$ cat src/rtl/gpio_bank_ctrl.sv
module gpio_bank_ctrl #(
  parameter int NPINS = 94,
  parameter int AW    = 12
) (
  input  logic             clk,
  input  logic             rst_n,
  input  logic             reg_sel,
  input  logic             reg_wr,
  input  logic [AW-1:0]    reg_addr,
  input  logic [31:0]      reg_wdata,
  output logic [31:0]      reg_rdata,
  output logic             reg_rvalid,
  input  logic [NPINS-1:0] pad_in,
  output logic [NPINS-1:0] pad_out,
  output logic [NPINS-1:0] pad_oe,
  output logic             irq_out
);
  localparam int NB       = (NPINS + 31) / 32;
  localparam int BW       = NB * 32;
  localparam int BIW      = (NB > 1) ? $clog2(NB) : 1;
  localparam int PW       = $clog2(NPINS);
  localparam int OWN_BASE = 'h000;
  localparam int STS_BASE = 'h080;
  localparam int ENA_BASE = 'h090;
  localparam int CFG_BASE = 'h100;
  localparam int CFG_END  = CFG_BASE + 8 * NPINS;

  logic [NPINS-1:0] out_q, dir_q, mode_q, tsel_q, tinv_q, idis_q;
  logic [NPINS-1:0] pl0_q, pl1_q, sts_q, ena_q;
  logic [NPINS-1:0] s1_q, s2_q, s3_q, evt;
  logic [31:0]      rd_mux;

  wire rd_req  = reg_sel && !reg_wr;
  wire wr_req  = reg_sel && reg_wr;
  wire own_hit = reg_addr >= AW'(OWN_BASE) && reg_addr < AW'(OWN_BASE + 4 * NB);
  wire sts_hit = reg_addr >= AW'(STS_BASE) && reg_addr < AW'(STS_BASE + 4 * NB);
  wire ena_hit = reg_addr >= AW'(ENA_BASE) && reg_addr < AW'(ENA_BASE + 4 * NB);
  wire cfg_hit = reg_addr >= AW'(CFG_BASE) && reg_addr < AW'(CFG_END);
  wire [BIW-1:0] bidx  = reg_addr[BIW+1:2];
  wire [AW-1:0]  coff  = reg_addr - AW'(CFG_BASE);
  wire [PW-1:0]  pidx  = coff[PW+2:3];
  wire           word2 = reg_addr[2];

  wire [BW-1:0] own_pad = {{(BW-NPINS){1'b0}}, {NPINS{1'b1}}};
  wire [BW-1:0] sts_pad = {{(BW-NPINS){1'b0}}, sts_q};
  wire [BW-1:0] ena_pad = {{(BW-NPINS){1'b0}}, ena_q};

  assign pad_out = out_q;
  assign pad_oe  = ~dir_q;
  assign irq_out = |(sts_q & ena_q);

  assign evt = ~idis_q & ( (~tsel_q & ~tinv_q &  s2_q & ~s3_q)
                         | (~tsel_q &  tinv_q & ~s2_q &  s3_q)
                         | ( tsel_q & ~tinv_q & ~s2_q)
                         | ( tsel_q &  tinv_q &  s2_q) );

  always_ff @(posedge clk) begin
    if (!rst_n) begin
      s1_q <= '0; s2_q <= '0; s3_q <= '0;
    end else begin
      s1_q <= pad_in; s2_q <= s1_q; s3_q <= s2_q;
    end
  end

  for (genvar i = 0; i < NPINS; i++) begin : g_pin
    localparam int B = i / 32;
    localparam int K = i % 32;
    wire cfg_w = wr_req && cfg_hit && pidx == PW'(i);
    wire sclr  = wr_req && sts_hit && bidx == BIW'(B) && reg_wdata[K];
    always_ff @(posedge clk) begin
      if (!rst_n) begin
        out_q[i] <= 1'b0; dir_q[i] <= 1'b1; mode_q[i] <= 1'b1;
        tsel_q[i] <= 1'b0; tinv_q[i] <= 1'b0; idis_q[i] <= 1'b1;
        pl0_q[i] <= 1'b0; pl1_q[i] <= 1'b0;
        sts_q[i] <= 1'b0; ena_q[i] <= 1'b0;
      end else begin
        if (cfg_w && !word2) begin
          out_q[i]  <= reg_wdata[31];
          tsel_q[i] <= reg_wdata[4];
          tinv_q[i] <= reg_wdata[3];
          dir_q[i]  <= reg_wdata[2];
          mode_q[i] <= reg_wdata[0];
        end
        if (cfg_w && word2) begin
          idis_q[i] <= reg_wdata[2];
          pl1_q[i]  <= reg_wdata[1];
          pl0_q[i]  <= reg_wdata[0];
        end
        if (wr_req && ena_hit && bidx == BIW'(B)) ena_q[i] <= reg_wdata[K];
        sts_q[i] <= (sts_q[i] & ~sclr) | evt[i];
      end
    end
  end

  always_comb begin
    rd_mux = '0;
    if (own_hit)      rd_mux = own_pad[{bidx, 5'b0} +: 32];
    else if (sts_hit) rd_mux = sts_pad[{bidx, 5'b0} +: 32];
    else if (ena_hit) rd_mux = ena_pad[{bidx, 5'b0} +: 32];
    else if (cfg_hit && !word2) begin
      rd_mux[31] = out_q[pidx];
      rd_mux[30] = s2_q[pidx] & ~idis_q[pidx];
      rd_mux[4]  = tsel_q[pidx];
      rd_mux[3]  = tinv_q[pidx];
      rd_mux[2]  = dir_q[pidx];
      rd_mux[0]  = mode_q[pidx];
    end else if (cfg_hit) begin
      rd_mux[2] = idis_q[pidx];
      rd_mux[1] = pl1_q[pidx];
      rd_mux[0] = pl0_q[pidx];
    end
  end

  always_ff @(posedge clk) begin
    if (!rst_n) begin
      reg_rdata  <= '0;
      reg_rvalid <= 1'b0;
    end else begin
      reg_rvalid <= rd_req;
      if (rd_req) reg_rdata <= rd_mux;
    end
  end
endmodule

$ cat config.mk
export PLATFORM = sky130hd
export DESIGN_NAME = gpio_bank_ctrl
export DESIGN_NICKNAME = d
export VERILOG_FILES = /design/src/rtl/gpio_bank_ctrl.sv
export SDC_FILE = /design/constraint.sdc
export NUM_CORES = 2
export LEC_CHECK = 0
export BUFFER_PORTS_ARGS = -buffer_cell sky130_fd_sc_hd__buf_4
export CAP_MARGIN = 20
export CORE_MARGIN = 8
export CORE_UTILIZATION = 30
export CTS_BUF_LIST = sky130_fd_sc_hd__clkbuf_16
export DETAILED_ROUTE_END_ITERATION = 16
export PLACE_DENSITY_LB_ADDON = 0.08
export SYNTH_ARGS = -nofsm -noshare
export SYNTH_HDL_FRONTEND = slang
export SYNTH_SLANG_ARGS = --single-unit
$ cat constraint.sdc
create_clock -name clk -period 3.7 [get_ports clk]
set_input_delay 0.37 -clock clk [delete_from_list [all_inputs] [get_ports clk]]
set_output_delay 0.37 -clock clk [all_outputs]
set_load 0.01 [all_outputs]
### Yosys cells after proc, flatten, opt, wreduce, memory -nomap -nowiden

Index checks and enable logic that the tools add are counted.

* input bits: 142
* register bits after elaboration: 1255
* logic and storage cells: 1784

* shift operators: 3
* $add $sub $neg: 1
* muxes and demuxes: 29
* equal/unequal tests: 95
* reductions and logical operators: 397
* bitwise operators: 305
* magnitude comparators: 9

Operator list (count)
* $and A94 B94 Y94: 12
* $not A94 Y94: 6
* $logic_and A1 B1 Y1: 392
* $or A94 B94 Y94: 3
* $eq A7 B6 Y1 const B: 32
* $eq A7 B7 Y1 const B: 30
* $shiftx A96 B8 Y32: 2
* $eq A7 B5 Y1 const B: 16
* $shiftx A96 B8 Y32 const A: 1
* $and A1 B1 Y1: 95
* $not A1 Y1: 95
* $or A1 B1 Y1: 94
* $reduce_or A94 Y1: 1
* $mux W32: 2
* $bmux W1 S7: 9
* $eq A7 B4 Y1 const B: 8
* $eq A7 B3 Y1 const B: 4
* $mux W25: 1
* $ge A12 B8 Y1 const B: 2
* $lt A12 B8 Y1 const B: 2
* $eq A7 B2 Y1 const B: 2
* $ge A12 B1 Y1 const B: 1
* $ge A12 B9 Y1 const B: 1
* $lt A12 B10 Y1 const B: 1
* other kinds (13): 27

### Depth between registers and ports, before layout

* word-level depth: 9
* depth in mapped cells: 13

### Worst setup path after synthesis

No wires, ideal clock.

* kind: input -> register
* start: in reg_addr[8]
* end: reg sts_q[33], in the netlist sts_pad[33]
* cell stages on the path: 12
* arrival time: 2.799 ns
* slack: 0.785 ns
* library setup time: 0.115 ns
* path through: clkbuf_1 > clkinv_1 > ha_1 > nand2_1 > nor2_1 > a2111oi_0 > and3_1 > clkbuf_1 > clkbuf_1 > nand2_1 > a21oi_1 > nor2b_1

* longest elaborated chain between the ends: 8

RTL lines
* from (decl): RTL line 9 `input logic [AW-1:0] reg_addr,`
* $ge A12 B8 Y1 or $lt A12 B8 Y1 (tied branches): RTL line 36 `wire sts_hit = reg_addr >= AW'(STS_BASE) && reg_addr < AW'(STS_BASE + 4 * NB);`
* $logic_and A1 B1 Y1 *: RTL line 36
* $logic_and A1 B1 Y1 * (3 in series): RTL line 69 `wire sclr = wr_req && sts_hit && bidx == BIW'(B) && reg_wdata[K];`
* $not A1 Y1 *: RTL line 90 `sts_q[i] <= (sts_q[i] & ~sclr) | evt[i];`
* $and A1 B1 Y1 *: RTL line 90
* $or A1 B1 Y1 *: RTL line 90
* to (signal, indexed assignment): RTL line 90
* to (decl): RTL line 29 `logic [NPINS-1:0] pl0_q, pl1_q, sts_q, ena_q;`

Mark *: on every way between the ends. The rest lies on a longest branch, timed or not.
A chain may end at the register's enable or synchronous reset.

### Worst setup path after layout

* start: reg sts_q[34], in the netlist sts_pad[34]
* end: out irq_out

* longest elaborated chain between the ends: 2

RTL lines
* $and A94 B94 Y94: RTL line 50 `assign irq_out = |(sts_q & ena_q);`
* $reduce_or A94 Y1: RTL line 50
* to (decl): RTL line 16 `output logic irq_out`

Every way passes these cells.

==> results.sh <==
export IMPL_gp_congestion=0.884
export IMPL_clockBufferDepth=3
export IMPL_drc=0
export IMPL_synthArstFlopShare=0
export IMPL_io_buffers=363
export IMPL_drive_gt1_frac=0.155
export IMPL_hold_violations=0
export IMPL_ys_ff_latch=1255
export IMPL_cts_sinks=1255
export IMPL_path_clk_slew_ns=0.06
export IMPL_final_area_um2=69900
export IMPL_viasPerCell=5.31
export IMPL_grt_pass1_vias=48900
export IMPL_clock_skew_ns=0.0274
export IMPL_cts_root_buf="clkbuf_16"
export IMPL_dr_total_vias=50300
export IMPL_drtIter0Drc=4426
export IMPL_postPlaceCellArea_um2=63800
export IMPL_place_ws_ns=0.209
export IMPL_synth_avg_cell_area_um2=8.91
export IMPL_synth_cell_types=66
export IMPL_path_delay_family="simple AND/OR/NAND/NOR gates"
export IMPL_dieArea_um2=205000
export IMPL_path_buf_inv=1
export IMPL_fin_ws_ns=0.336
export IMPL_syn_area_um2=57300
export IMPL_final_cells=9479
export IMPL_synth_warnings=0
export IMPL_worstSetupPathType="reg2out"
export IMPL_dominantRegCellSynth="dfxtp_1"
export IMPL_run_status="finished clean"
export IMPL_grt_pass1_wl_um=370000
export IMPL_numCtsBuffers=155
export IMPL_powerDensity_nw_per_um2=442
export IMPL_yosys_top_cells_area="dfxtp_1, mux4_2, nand2_1, mux2i_1, a21boi_0"
export IMPL_yosysTopAreaCellShare=0.439
export IMPL_post_route_period_util=0.909
export IMPL_static_leakage_power_nw=25.5
export IMPL_finalSetupViolations=0
export IMPL_max_cap_viol_count=0
export IMPL_critPathLaunchType="flip-flop"
export IMPL_start_util=0.301
export IMPL_yosys_area_top_type="dfxtp_1"
export IMPL_ios=364
export IMPL_worstMarginPinSlew_ns=1.24
export IMPL_placed_cells=9072
export IMPL_syn2layout_area_growth_pct=22.1
export IMPL_crit_top_cell="nand3_1"
export IMPL_drt_wl_total_um=259000
export IMPL_fin_crit_ns=3.36
export IMPL_fmax_mhz=297
export IMPL_final_cell_mix="dfxtp_1, nand2_1, buf_4"
export IMPL_grt_ovfl_total=0
export IMPL_core_um2=190000
export IMPL_worstPathArrival_ns=2.99
export IMPL_crit_path_cell_trace="a22o_1, a221oi_1, nand3_1, nor4_1, nand3_1, buf_4"
export IMPL_synth_edf_count=0
export IMPL_insertion_delay_ns=0.81
export IMPL_antenna_found_initial=22
export IMPL_worst_path_max_fanout=3
export IMPL_die_y_um=453
export IMPL_seq_area_frac_synth=0.439
export IMPL_cp_end_kind="output port"
export IMPL_ir_worst_vdd_uv=326
export IMPL_syn_num_nets=6569
export IMPL_final_core_util=0.368
export IMPL_synthCells=6424
export IMPL_tns_ns=0
export IMPL_cts_tree="yes"
export IMPL_firstDrtPassIters=6
export IMPL_min_path_type="in2reg"
export IMPL_slew_violations=0
export IMPL_grt_total_usage=0.243
export IMPL_total_power_mw=30.9
export IMPL_wire_per_inst_um=27.3
export IMPL_nets=6986
export IMPL_grt_max_degree=180
export IMPL_required_ns=3.33
export IMPL_hpwlAfterDp_um=186000
export IMPL_hold_ws_ns=0.0996
export IMPL_relSlewSlack=0.166
export IMPL_die_w_um=453
export IMPL_rsz0062_at_grt="no"
export IMPL_htree_levels=4
export IMPL_layout_commonest_cell="dfxtp_1"
export IMPL_ant_nets=0
export IMPL_cp_slowest_cell="nor4_1"
export IMPL_cpPeakStageDelay_ns=0.44
export IMPL_num_rows=160
-- routing by layer --
layer / vias up / part of all wire / global-route usage
met4: 4 / 0.039 / 0.0880
li1: 23200 / - / -
met3: 361 / 0.051 / 0.0327
met5: - / 0.000073 / 0
met2: 1558 / 0.47 / 0.397
met1: 25200 / 0.44 / 0.330
-- cell usage after synthesis (4+ instances only) --
| master | count |
|---|---|
| o31ai_1 | 5 |
| buf_2 | 50 |
| a222oi_1 | 5 |
| a22oi_1 | 80 |
| inv_1 | 99 |
| nand3_1 | 364 |
| a211oi_1 | 5 |
| nand4_1 | 16 |
| nor2b_1 | 381 |
| nor3b_1 | 94 |
| nor4_1 | 9 |
| clkbuf_1 | 380 |
| a21boi_0 | 382 |
| dfxtp_1 | 1255 |
| a31oi_1 | 5 |
| and2_1 | 286 |
| a32oi_1 | 6 |
| mux2i_1 | 374 |
| o22ai_1 | 9 |
| nand2_1 | 1223 |
| o21ai_0 | 361 |
| a311oi_1 | 95 |
| buf_6 | 5 |
| o211ai_1 | 66 |
| a221oi_1 | 18 |
| nand2b_1 | 6 |
| a21boi_1 | 4 |
| nor2_1 | 253 |
| buf_4 | 20 |
| a21oi_1 | 152 |
| mux4_2 | 205 |
| nor3_1 | 106 |
| and3_1 | 13 |
| buf_1 | 35 |
| nor2_2 | 6 |
-- cell families (layout without fill, tap and decap cells) --
kind of cell | count (synthesis) | in the layout | synth area share
buf+inv | 592 | 1129 | 0.0419
fa+ha+maj | 3 | 3 | 0.000656
simple gates | 2775 | 2775 | 0.232
mux | 579 | 579 | 0.146
compound gates | 1220 | 1220 | 0.141
flops | 1255 | 1255 | 0.439
other cells | 0 | 7 | 0
-- cell type report --
type | count | area [um^2]
clock buffers | 159 | 3980
diodes | 7 | 17.5
multi-input cells | 4577 | 29900
repair buffers | 750 | 6460
clock inverters | 118 | 940
inverters | 102 | 385
fillers | 19300 | 120000
flip-flops and latches | 1255 | 25100
well taps | 2511 | 3140
-- power breakdown --
| part | internal [mW] | switching [mW] |
|---|---|---|
| clock | 8.78 | 6.29 |
| sequential | 13.7 | 0.156 |
| combinational | 0.759 | 1.26 |
-- repair_timing --
action                                  in CTS  in global routing
endpoints found under the hold margin      259                  0
endpoints found under the setup margin       0                  0
resized for setup                            0                  0
hold buffers                               122                  0
buffers inserted                             0                  0
-- final timing paths --
kind,from,endpoint,slack [ns],cells past startpoint
min,reg_wr,reg_rdata[4],0.1,4
min reg2reg,s1_q[78],s2_q[78],0.43,1
max,sts_pad[34],irq_out,0.34,6
max reg2reg,idis_q[75],reg_rdata[30],1.01,6
-- tightest hold or removal path: cells and delay by family --
kind | cells | cell delay [ns]
AO/OA/AOI/OAI | 2 | 0.20
AND/OR/NAND/NOR | 1 | 0.11
buffers and inverters | 1 | 0.16
Note: power is estimated with default switching activity, not from simulation.
